--- config.mk ---
export PLATFORM = sky130hd
export DESIGN_NAME = wdr_supervisor
export DESIGN_NICKNAME = d
export VERILOG_FILES = /design/src/rtl/wdr_pkg.sv /design/src/rtl/wdr_datapath.sv /design/src/rtl/wdr_control.sv /design/src/rtl/wdr_supervisor.sv
export SDC_FILE = /design/constraint.sdc
export NUM_CORES = 1
export LEC_CHECK = 0
export BUFFER_PORTS_ARGS = -buffer_cell sky130_fd_sc_hd__buf_2
export CAP_MARGIN = 20
export CORE_AREA = 2 2 66 68
export CTS_CLUSTER_SIZE = 20
export DETAILED_ROUTE_END_ITERATION = 10
export DIE_AREA = 0 0 68 70
export GPL_TIMING_DRIVEN = 0
export PLACE_DENSITY = 0.79
export SLEW_MARGIN = 25
export SYNTH_ARGS = -nofsm -noshare
export SYNTH_HDL_FRONTEND = slang
export SYNTH_SLANG_ARGS = --single-unit
--- constraint.sdc ---
create_clock -name clk -period 1.8 [get_ports clk]
set_input_delay 0.27 -clock clk [delete_from_list [all_inputs] [get_ports clk]]
set_output_delay 0.27 -clock clk [all_outputs]
set_load 0.05 [all_outputs]
--- src/rtl/wdr_pkg.sv ---
package wdr_pkg;

  typedef enum logic {
    ST_HOLD = 1'b0,
    ST_RUN  = 1'b1
  } supState_t;

  typedef struct packed {
    logic clrBase;
    logic clrWdog;
    logic clrHold;
  } wdrStrobe_t;

  localparam logic [1:0] SEL_LONG  = 2'b00;
  localparam logic [1:0] SEL_MID   = 2'b01;
  localparam logic [1:0] SEL_SHORT = 2'b10;
  localparam logic [1:0] SEL_OFF   = 2'b11;

endpackage

--- src/rtl/wdr_datapath.sv ---
module wdr_datapath
  import wdr_pkg::*;
#(
  parameter int TICK_CYCLES = 50000,
  parameter int HOLD_TICKS  = 200,
  parameter int LONG_TICKS  = 1400,
  parameter int MID_TICKS   = 600,
  parameter int SHORT_TICKS = 200
) (
  input  logic       clk,
  input  logic       rstN,
  input  logic       wdiIn,
  input  logic [1:0] periodSel,
  input  wdrStrobe_t strobe,
  output logic       fallEdge,
  output logic       wdDone,
  output logic       holdDone
);

  localparam int BASE_W = $clog2(TICK_CYCLES + 1);
  localparam int WD_W   = $clog2(LONG_TICKS + 1);
  localparam int HOLD_W = $clog2(HOLD_TICKS + 1);

  localparam logic [BASE_W-1:0] BASE_LAST  = BASE_W'(TICK_CYCLES - 1);
  localparam logic [HOLD_W-1:0] HOLD_LAST  = HOLD_W'(HOLD_TICKS - 1);
  localparam logic [WD_W-1:0]   LONG_LAST  = WD_W'(LONG_TICKS - 1);
  localparam logic [WD_W-1:0]   MID_LAST   = WD_W'(MID_TICKS - 1);
  localparam logic [WD_W-1:0]   SHORT_LAST = WD_W'(SHORT_TICKS - 1);

  // input synchroniser and edge detect
  logic wdiMeta, wdiSync, wdiPrev;

  always_ff @(posedge clk or negedge rstN) begin
    if (!rstN) begin
      wdiMeta <= 1'b1;
      wdiSync <= 1'b1;
      wdiPrev <= 1'b1;
    end else begin
      wdiMeta <= wdiIn;
      wdiSync <= wdiMeta;
      wdiPrev <= wdiSync;
    end
  end

  assign fallEdge = wdiPrev & ~wdiSync;

  // prescaled timebase
  logic [BASE_W-1:0] baseCnt;
  logic              tick;

  assign tick = (baseCnt == BASE_LAST);

  always_ff @(posedge clk or negedge rstN) begin
    if (!rstN)              baseCnt <= '0;
    else if (strobe.clrBase) baseCnt <= '0;
    else if (tick)           baseCnt <= '0;
    else                     baseCnt <= baseCnt + 1'b1;
  end

  // watchdog window counter
  logic [WD_W-1:0] wdCnt;
  logic [WD_W-1:0] wdLast;
  logic            wdEnabled;

  always_comb begin
    wdEnabled = 1'b1;
    wdLast    = SHORT_LAST;
    unique case (periodSel)
      SEL_LONG:  wdLast = LONG_LAST;
      SEL_MID:   wdLast = MID_LAST;
      SEL_SHORT: wdLast = SHORT_LAST;
      default:   wdEnabled = 1'b0;
    endcase
  end

  always_ff @(posedge clk or negedge rstN) begin
    if (!rstN)                            wdCnt <= '0;
    else if (strobe.clrWdog || !wdEnabled) wdCnt <= '0;
    else if (tick)                         wdCnt <= wdCnt + 1'b1;
  end

  assign wdDone = wdEnabled && tick && (wdCnt >= wdLast);

  // reset release delay counter
  logic [HOLD_W-1:0] holdCnt;

  always_ff @(posedge clk or negedge rstN) begin
    if (!rstN)               holdCnt <= '0;
    else if (strobe.clrHold) holdCnt <= '0;
    else if (tick)           holdCnt <= holdCnt + 1'b1;
  end

  assign holdDone = tick && (holdCnt == HOLD_LAST);

endmodule

--- src/rtl/wdr_control.sv ---
module wdr_control
  import wdr_pkg::*;
(
  input  logic       clk,
  input  logic       rstN,
  input  logic       supplyOk,
  input  logic       fallEdge,
  input  logic       wdDone,
  input  logic       holdDone,
  output wdrStrobe_t strobe,
  output logic       resetN
);

  supState_t state, stateNext;

  always_ff @(posedge clk or negedge rstN) begin
    if (!rstN) state <= ST_HOLD;
    else       state <= stateNext;
  end

  always_comb begin
    stateNext = state;
    strobe    = '0;
    unique case (state)
      ST_HOLD: begin
        strobe.clrWdog = 1'b1;
        if (!supplyOk) begin
          strobe.clrBase = 1'b1;
          strobe.clrHold = 1'b1;
        end else if (holdDone) begin
          stateNext      = ST_RUN;
          strobe.clrBase = 1'b1;
          strobe.clrHold = 1'b1;
        end
      end
      default: begin
        strobe.clrHold = 1'b1;
        if (!supplyOk) begin
          stateNext      = ST_HOLD;
          strobe.clrBase = 1'b1;
          strobe.clrWdog = 1'b1;
        end else if (fallEdge) begin
          strobe.clrBase = 1'b1;
          strobe.clrWdog = 1'b1;
        end else if (wdDone) begin
          stateNext      = ST_HOLD;
          strobe.clrBase = 1'b1;
          strobe.clrWdog = 1'b1;
        end
      end
    endcase
  end

  assign resetN = (state == ST_RUN);

endmodule

--- src/rtl/wdr_supervisor.sv ---
module wdr_supervisor
  import wdr_pkg::*;
#(
  parameter int TICK_CYCLES = 50000,
  parameter int HOLD_TICKS  = 200,
  parameter int LONG_TICKS  = 1400,
  parameter int MID_TICKS   = 600,
  parameter int SHORT_TICKS = 200
) (
  input  logic       clk,
  input  logic       rstN,
  input  logic       wdiIn,
  input  logic       supplyOk,
  input  logic [1:0] periodSel,
  output logic       resetN
);

  wdrStrobe_t strobe;
  logic       fallEdge, wdDone, holdDone;

  wdr_datapath #(
    .TICK_CYCLES(TICK_CYCLES),
    .HOLD_TICKS (HOLD_TICKS),
    .LONG_TICKS (LONG_TICKS),
    .MID_TICKS  (MID_TICKS),
    .SHORT_TICKS(SHORT_TICKS)
  ) u_datapath (
    .clk      (clk),
    .rstN     (rstN),
    .wdiIn    (wdiIn),
    .periodSel(periodSel),
    .strobe   (strobe),
    .fallEdge (fallEdge),
    .wdDone   (wdDone),
    .holdDone (holdDone)
  );

  wdr_control u_control (
    .clk     (clk),
    .rstN    (rstN),
    .supplyOk(supplyOk),
    .fallEdge(fallEdge),
    .wdDone  (wdDone),
    .holdDone(holdDone),
    .strobe  (strobe),
    .resetN  (resetN)
  );

endmodule

==> results.py, run 1 <==
metrics = {
    "critical_path": {
        "cp-start-kind": "flop",
        "cpPeakStageDelay_ps": 410,
        "path_cells": "ha_1 -> a21oi_1 -> o22ai_2 -> o2111ai_2 -> a21oi_2 -> buf_6 -> nor3_4",
        "ff2ff_path_depth": 7,
        "slowest_stage": "dfrtp_1",
        "arrival_ps": 2020,
        "critPathMaxFanout": 10,
        "critPathCaptureType": "flop",
        "required_ps": 2000,
        "path_class": "reg -> reg",
        "cp_num_buf_inv": 1,
        "cp.depth": 7,
        "path_delay_family": "compound AO/OA/AOI/OAI gates",
    },
    "yosys": {
        "synth_fa_ha_area_frac": 0.0525,
        "syn_area_mm2": 0.00214,
        "synth_compound_area_frac": 0.0543,
        "synth_top_family_by_area": "simple AND/OR/NAND/NOR gates",
        "synthMuxAreaShare": 0.00467,
        "ys.flop_type": "dfrtp_1",
        "synthArstFlopShare": 1.00,
        "syn_inst": 210,
        "synth.distinct_cells": 39,
        "ys_seq_area_frac": 0.457,
        "syn_nets": 225,
        "syn_avg_cell_area_um2": 10.2,
        "ys_seq_elements": 39,
        "ys_top_cells_by_area": "dfrtp_1 (42%), xnor2_1 (7.4%), ha_1 (5.3%), xor2_1 (4.1%), nor2_1 (4.0%)",
        "synth_top_area_cell": "dfrtp_1",
        "synth-simple-area-share": 0.277,
        "post-synth-top-area-fraction": 0.420,
        "synthXorXnorAreaFrac": 0.114,
        "synth-edff-count": 0,
        "ys.warnings.count": 0,
    },
    "layout": {
        "fill_cells": 331,
        "area_growth_pct": 19.2,
        "drive_gt1_frac": 0.268,
        "finalNonFillerCells": 287,
        "final_cell_area_mm2": 0.00255,
        "finish.net_count": 249,
        "antennaDiodeCount": 0,
        "fin_util": 0.617,
    },
    "power_and_ir_drop": {
        "ir_worst_vdd_uv": 550,
        "power_density_mw_per_mm2": 607,
        "p_leak_nw": 1.05,
    },
    "floorplan": {
        "io_pins": 7,
        "start_util": 0.517,
        "die_w_um": 68,
        "rows": 24,
        "die_area_mm2": 0.00476,
        "die_h_um": 70,
        "coreArea_mm2": 0.00414,
    },
    "sta": {
        "rsz0062_at_grt": "yes",
        "tightest_slew_ps": 843,
        "slew_viol_final": 0,
        "fin_crit_sh": 1.01,
        "timing.fmax_ghz": 0.551,
        "finalCriticalPeriod_ps": 1820,
        "setup_viol": 9,
        "finalHoldViolCount": 0,
        "clock_skew_ps": 15.0,
        "setup_ws_ps": -15.1,
        "relSlewSlack": 0.438,
    },
    "global_routing": {
        "grt_pass1_wl_um": 6880,
        "use_met2": 0.300,
        "gr-usage-met3": 0.0564,
        "top_usage_layer": "met2",
        "grt-ovfl-total": 0,
        "antenna_found_initial": 0,
        "grt_max_degree": 40,
        "gr-usage-met1": 0.243,
        "grt_pass1_vias": 1565,
        "grt_usage": 0.190,
    },
    "place": {
        "gp_congestion": 0.916,
        "dpl.hpwl_um": 2790,
        "port_buffers": 6,
        "place_ws_ps": -299,
        "dpl_cell_area_mm2": 0.00227,
        "placedCellCount": 268,
    },
    "routing": {
        "wl_per_cell_um": 14.8,
        "routed_wl_um": 4250,
        "vias": 1606,
        "drc": 0,
        "drtAntennaViolNets": 0,
        "viasPerCell": 5.60,
        "dr.pass1.iters": 4,
        "first_iter_violations": 84,
    },
    "run_status": {
        "violations": "setup timing",
        "status": "finished, violations left",
    },
    "clock_network": {
        "clock_path_buffers": 2,
        "cts_max_level": 2,
        "path_clk_slew_ps": 90,
        "cts_num_sinks": 39,
        "root_buffer": "clkbuf_8",
        "clkLatencyLatePin_ps": 300,
        "cts_buffers": 5,
        "cts_tree": "built",
    },
    "job": {
        "maxCapViolCount": 0,
    },
    "min_path": {
        "hold_class": "in -> async",
    },
}
-- what timing repair did --
| action | CTS | global route |
|---|---|---|
| hold buffers | 0 | 0 |
| setup endpoints to repair | 24 | 31 |
| cloned | 0 | 1 |
| gates resized for setup | 6 | 13 |
| setup buffers | 5 | 5 |
| pin swaps | 3 | 6 |
-- through the flow --
step | total power, mW | TNS, ps | hold slack (ps)
2_1_floorplan | 0.939 | 0 | -25.6
3_3_place_gp | 0.970 | -2140 | 346
3_5_place_dp | 0.971 | -2790 | 350
4_1_cts | 1.56 | 0 | 62.3
5_1_grt | 1.61 | -862 | 59.1
6_report | 1.55 | -69.5 | 72.6
-- per-layer routing --
layer,part of all wire,routed length [um],vias up
met4,0.0075,32,0
met3,0.032,134,6
li1,-,-,780
met1,0.44,1870,788
met2,0.52,2220,32
met5,0,0,-
-- final timing paths --
| kind | from | end | slack, ps |
|---|---|---|---|
| max | u_datapath.wdCnt[4] | u_datapath.wdCnt[9] | -20 |
| min reg2reg | u_datapath.wdiMeta | u_datapath.wdiSync | 360 |
| max in group asynchronous | rstN | u_datapath.baseCnt[10] | 1140 |
| max reg2reg | u_datapath.wdCnt[4] | u_datapath.wdCnt[9] | -20 |
| min | rstN | u_control.resetN | 70 |
| min in group clk | wdiIn | u_datapath.wdiMeta | 80 |
-- sequential cells by signal, summed over array words and instances (netlist names) --
name	count
u_datapath.wdiSync	1
u_control.resetN	1
u_datapath.wdiPrev	1
u_datapath.wdiMeta	1
u_datapath.holdCnt	8
u_datapath.baseCnt	16
u_datapath.wdCnt	11
-- cells in the mapped netlist, types with 2 or more instances --
library cell,number
a21oi_1,9
and3_1,5
and4_1,4
buf_2,3
buf_6,3
clkbuf_1,2
dfrtp_1,36
dfstp_2,3
ha_1,9
inv_1,8
nand2_1,14
nand3_1,12
nand4_1,7
nor2_1,23
nor3_1,10
nor3_2,8
o21ai_0,4
or3_1,3
xnor2_1,18
xor2_1,10
-- area by class of cell --
type / count / area [um2] / area share
clock buffer: 5 / 68.8 / 0.0269
multi-input combinational: 155 / 1180 / 0.463
clock inverter: 3 / 20.0 / 0.00784
buffer: 8 / 76.3 / 0.0299
tap: 52 / 65.1 / 0.0255
inverter: 8 / 30.0 / 0.0118
sequential: 39 / 981 / 0.384
timing repair buffer: 17 / 130 / 0.0509
-- cell usage in the layout (no fill, tap or decap), drive strengths merged --
master / netlist / final
dfrtp: 36 / 36
nor2: 23 / 23
buf: 6 / 22
nor3: 19 / 19
xnor2: 18 / 18
nand2: 14 / 14
nand3: 12 / 12
xor2: 10 / 10
ha: 9 / 9
a21oi: 9 / 9
inv: 8 / 8
nand4: 8 / 8
clkbuf: 2 / 8
o21ai: 6 / 6
and3: 5 / 5
and4: 4 / 4
or3: 3 / 3
dfstp: 3 / 3
clkinvlp: 0 / 2
nor4b: 2 / 2
and4bb: 2 / 2
or2: 1 / 1
nand2b: 1 / 1
nor2b: 1 / 1
a21o: 1 / 1
a221oi: 1 / 1
nand4b: 1 / 1
o22ai: 1 / 1
o2111ai: 1 / 1
a31oi: 1 / 1
mux2i: 1 / 1
nor4: 1 / 1
clkinv: 0 / 1
-- power by group --
part           internal, mW  total [mW]  switching, mW
clock network         0.270       0.588          0.318
registers             0.887       0.892        0.00489
logic                0.0244      0.0717         0.0473
-- logic make-up (layout without fill, tap and decap cells) --
logic type,count (synthesis),after routing
and+or+nand+nor,97,97
xor gates and xnor gates,28,28
muxes,1,1
DFF,39,39
adders and majority gates,9,9
AOI/OAI and AO/OA,20,20
buffers and inverters,16,41
Power figures use the tool's default switching activity.
==> run 2: changes to the inputs <==
- clock period: 1.8 -> 1.6 ns (I/O delays scaled with it)
==> results.py, run 2 (same netlist as run 1, synthesis figures left out) <==
metrics = {
    "clock_network": {
        "clock_path_buffers": 2,
        "path_clk_slew_ps": 80,
        "clkLatencyLatePin_ps": 300,
        "root_buffer": "clkbuf_8",
        "cts_num_sinks": 39,
        "cts_buffers": 5,
        "cts_max_level": 2,
        "cts_tree": "built",
    },
    "place": {
        "gp_congestion": 0.735,
        "dpl_cell_area_mm2": 0.00234,
        "port_buffers": 6,
        "dpl.hpwl_um": 2770,
        "place_ws_ps": -380,
        "placedCellCount": 268,
    },
    "global_routing": {
        "grt_pass1_vias": 1653,
        "grt_max_degree": 40,
        "grt_usage": 0.211,
        "grt_pass1_wl_um": 7490,
        "grt-ovfl-total": 0,
        "antenna_found_initial": 0,
    },
    "power_and_ir_drop": {
        "ir_worst_vdd_uv": 589,
        "power_density_mw_per_mm2": 636,
        "p_leak_nw": 1.17,
    },
    "sta": {
        "slew_viol_final": 0,
        "setup_viol": 23,
        "finalHoldViolCount": 0,
        "clock_skew_ps": 11.4,
        "finalCriticalPeriod_ps": 1740,
        "tightest_slew_ps": 869,
        "holdWs_ps": 41.5,
        "rsz0062_at_grt": "yes",
        "setup_ws_ps": -143,
        "fin_crit_sh": 1.09,
        "tns_ps": -2030,
        "timing.fmax_ghz": 0.574,
        "relSlewSlack": 0.421,
    },
    "layout": {
        "drive_gt1_frac": 0.385,
        "area_growth_pct": 29.9,
        "mostFrequentLayoutCell": "dfrtp_1",
        "finalNonFillerCells": 304,
        "top_register": "u_datapath.baseCnt",
        "final_cell_area_mm2": 0.00278,
        "largest_reg_flops": 16,
        "finish.net_count": 266,
        "reg.largest.list": "u_datapath.baseCnt x16, u_datapath.wdCnt x11, u_datapath.holdCnt x8",
        "final_cell_mix": "dfrtp_1 (34), buf_4 (23), nor2_1 (22)",
        "antennaDiodeCount": 0,
    },
    "routing": {
        "routed_wl_um": 4800,
        "drc": 0,
        "dr.pass1.iters": 4,
        "drtAntennaViolNets": 0,
        "wl_per_cell_um": 15.8,
        "first_iter_violations": 85,
        "vias": 1714,
        "viasPerCell": 5.64,
    },
    "critical_path": {
        "arrival_ps": 1970,
        "required_ps": 1830,
        "path_class": "reg -> reg",
        "cp-start-kind": "flop",
        "critPathCaptureType": "flop",
        "critPathMaxFanout": 5,
    },
    "job": {
        "maxCapViolCount": 0,
    },
    "floorplan": {
        "rows": 24,
        "die_area_mm2": 0.00476,
        "io_pins": 7,
        "start_util": 0.517,
        "die_h_um": 70,
        "coreArea_mm2": 0.00414,
        "die_w_um": 68,
    },
    "run_status": {
        "violations": "setup timing",
        "status": "finished, violations left",
    },
    "min_path": {
        "hold_class": "in -> async",
    },
}
## run 2: worst paths after layout
kind,endpoint,depth (start not counted),slack [ps],startpoint
max,u_datapath.wdCnt[0],6,-140,u_datapath.wdCnt[9]
min,u_datapath.wdCnt[8],1,40,rstN
max reg2reg,u_datapath.wdCnt[0],6,-140,u_datapath.wdCnt[9]
min reg2reg,u_datapath.wdiSync,0,360,u_datapath.wdiMeta
max in group asynchronous,u_datapath.baseCnt[10],1,950,rstN
min in group clk,u_datapath.wdiMeta,1,40,wdiIn
## run 2: final cells by class
type	count	area (um2)
plain buffers	6	56.3
clock buffers	7	76.3
clock inverters	1	5.00
fillers	303	1360
inverters	8	30.0
multi-input cells	156	1300
flip-flops and latches	39	982
well taps	52	65.1
repair buffers	35	270
## run 2: where the power goes
part / internal (mW) / total, mW / leakage (nW) / switching, mW
logic: 0.0429 / 0.106 / 0.602 / 0.0632
clock network: 0.306 / 0.661 / 0.0422 / 0.355
registers: 0.998 / 1.00 / 0.529 / 0.00630
## run 2: per-layer routing
layer  GRT usage  vias up  share of wire
li1            -      815              -
met1       0.289      858           0.43
met2       0.309       29           0.51
met3      0.0580       12          0.029
met4      0.0956        0          0.023
met5           0        -              0
## run 2: worst max-delay path: stages (launching register included)
cell,delay [ps]
dfrtp_1,390
ha_1,320
and3_4,180
a221oi_4,330
a21oi_2,140
buf_6,150
nor3_2,160
## run 2: metrics by stage
step | utilization | power (mW)
after floorplan | - | 1.06
after global placement | 0.565 | 1.10
after detailed placement | 0.565 | 1.10
after CTS | 0.633 | 1.75
after global routing | 0.672 | 1.84
final | 0.672 | 1.77
## run 2: timing repair
| item | 4_1_cts | 5_1_grt |
|---|---|---|
| cloned | 2 | 1 |
| resized for setup | 19 | 21 |
| setup endpoints to repair | 32 | 35 |
| buffers inserted | 17 | 11 |
| hold buffers | 0 | 0 |
| pin swaps | 8 | 18 |
==> run 3: changes to the inputs <==
- TNS_END_PERCENT: not set -> 1
==> results.py, run 3 (same netlist as run 1, synthesis figures left out) <==
metrics = {
    "run_status": {
        "status": "finished, violations left",
        "violations": "setup timing",
    },
    "place": {
        "place_ws_ps": -416,
        "gp_congestion": 0.803,
        "dpl.hpwl_um": 2710,
        "placedCellCount": 268,
        "dpl_cell_area_mm2": 0.00233,
        "port_buffers": 6,
    },
    "global_routing": {
        "grt-ovfl-total": 0,
        "grt_usage": 0.206,
        "grt_max_degree": 40,
        "grt_pass1_wl_um": 7350,
        "grt_pass1_vias": 1605,
        "antenna_found_initial": 0,
    },
    "routing": {
        "first_iter_violations": 97,
        "routed_wl_um": 4800,
        "viasPerCell": 5.81,
        "drtAntennaViolNets": 0,
        "vias": 1680,
        "dr.pass1.iters": 5,
        "drc": 0,
        "wl_per_cell_um": 16.6,
    },
    "job": {
        "maxCapViolCount": 0,
    },
    "layout": {
        "fill_cells": 318,
        "mostFrequentLayoutCell": "dfrtp_1",
        "area_growth_pct": 26.5,
        "finish.net_count": 251,
        "antennaDiodeCount": 0,
        "final_cell_mix": "dfrtp_1 (35), nor2_1 (22), xnor2_1 (17)",
        "fin_util": 0.654,
        "top_register": "u_datapath.baseCnt",
        "finalNonFillerCells": 289,
        "drive_gt1_frac": 0.333,
        "final_cell_area_mm2": 0.00271,
        "largest_reg_flops": 16,
        "reg.largest.list": "u_datapath.baseCnt x16, u_datapath.wdCnt x11, u_datapath.holdCnt x8",
    },
    "power_and_ir_drop": {
        "ir_worst_vdd_uv": 614,
        "power_mw": 1.75,
        "p_leak_nw": 1.14,
        "power_density_mw_per_mm2": 647,
    },
    "sta": {
        "setup_ws_ps": -235,
        "clock_skew_ps": 17.1,
        "rsz0062_at_grt": "yes",
        "relSlewSlack": 0.424,
        "tightest_slew_ps": 864,
        "holdWs_ps": 35.8,
        "setup_viol": 31,
        "finalHoldViolCount": 0,
        "fin_crit_sh": 1.15,
        "tns_ps": -3770,
        "finalCriticalPeriod_ps": 1840,
        "timing.fmax_ghz": 0.545,
        "slew_viol_final": 0,
    },
    "critical_path": {
        "arrival_ps": 2060,
        "required_ps": 1830,
        "critPathCaptureType": "flop",
        "critPathMaxFanout": 5,
        "path_class": "reg -> reg",
        "cp-start-kind": "flop",
    },
    "clock_network": {
        "clkLatencyLatePin_ps": 310,
        "path_clk_slew_ps": 90,
        "clock_path_buffers": 2,
        "cts_num_sinks": 39,
        "cts_max_level": 2,
        "cts_buffers": 5,
        "cts_tree": "built",
        "cts_hold_buf": 0,
        "root_buffer": "clkbuf_8",
    },
    "floorplan": {
        "io_pins": 7,
        "rows": 24,
        "die_area_mm2": 0.00476,
        "coreArea_mm2": 0.00414,
        "start_util": 0.517,
        "die_w_um": 68,
        "die_h_um": 70,
    },
    "min_path": {
        "hold_class": "in -> async",
    },
}
## run 3: changes by cell type in the layout (fill, tap and decap cells not counted), sizes merged
cell	before	now
clkbuf	9	11
buf	39	22
## run 3: layout make-up
cell class,count,area [um2],area share
multi-input combinational,156,1310,0.482
sequential,39,981,0.362
timing repair buffer,18,159,0.0586
buffer,8,88.8,0.0328
clock buffer,7,76.3,0.0281
tap,52,65.1,0.0240
inverter,8,30.0,0.0111
clock inverter,1,5.00,0.00185
## run 3: timing repair
action / 4_1_cts / 5_1_grt
setup buffers: 2 / 7
endpoints found under the setup margin: 32 / 35
hold endpoints to repair: 0 / 0
gates cloned: 1 / 3
pin swaps: 3 / 22
gates resized for setup: 14 / 25
## run 3: path summary, 6_finish.rpt
check / slack, ps / depth (start not counted) / endpoint / start
min in group clk: 40 / 1 / u_datapath.wdiMeta / wdiIn
min: 40 / 1 / u_datapath.wdCnt[8] / rstN
max in group asynchronous: 970 / 1 / u_datapath.wdCnt[0] / rstN
min reg2reg: 360 / 0 / u_datapath.wdiSync / u_datapath.wdiMeta
max: -240 / 6 / u_datapath.wdCnt[9] / u_datapath.baseCnt[11]
max reg2reg: -240 / 6 / u_datapath.wdCnt[9] / u_datapath.baseCnt[11]
## run 3: layer usage
layer  wire [um]  GRT usage  part of all wire
met5           0          0                 0
met4         110     0.0756             0.023
met3         192     0.0580             0.040
met2        2350      0.298              0.49
met1        2150      0.294              0.45
## run 3: power by group
| part | switching [mW] | internal (mW) | leakage, nW |
|---|---|---|---|
| Clock | 0.358 | 0.306 | 0.0422 |
| Combinational | 0.0557 | 0.0301 | 0.570 |
| Sequential | 0.00566 | 0.998 | 0.531 |
## run 3: worst max-delay path, stage by stage, from the launching register on
cell and delay (ps):
dfrtp_1 440, nor4b_4 380, nand4_4 210, clkbuf_16 230, nor3_4 180, xnor2_1 120
nor3_2 210
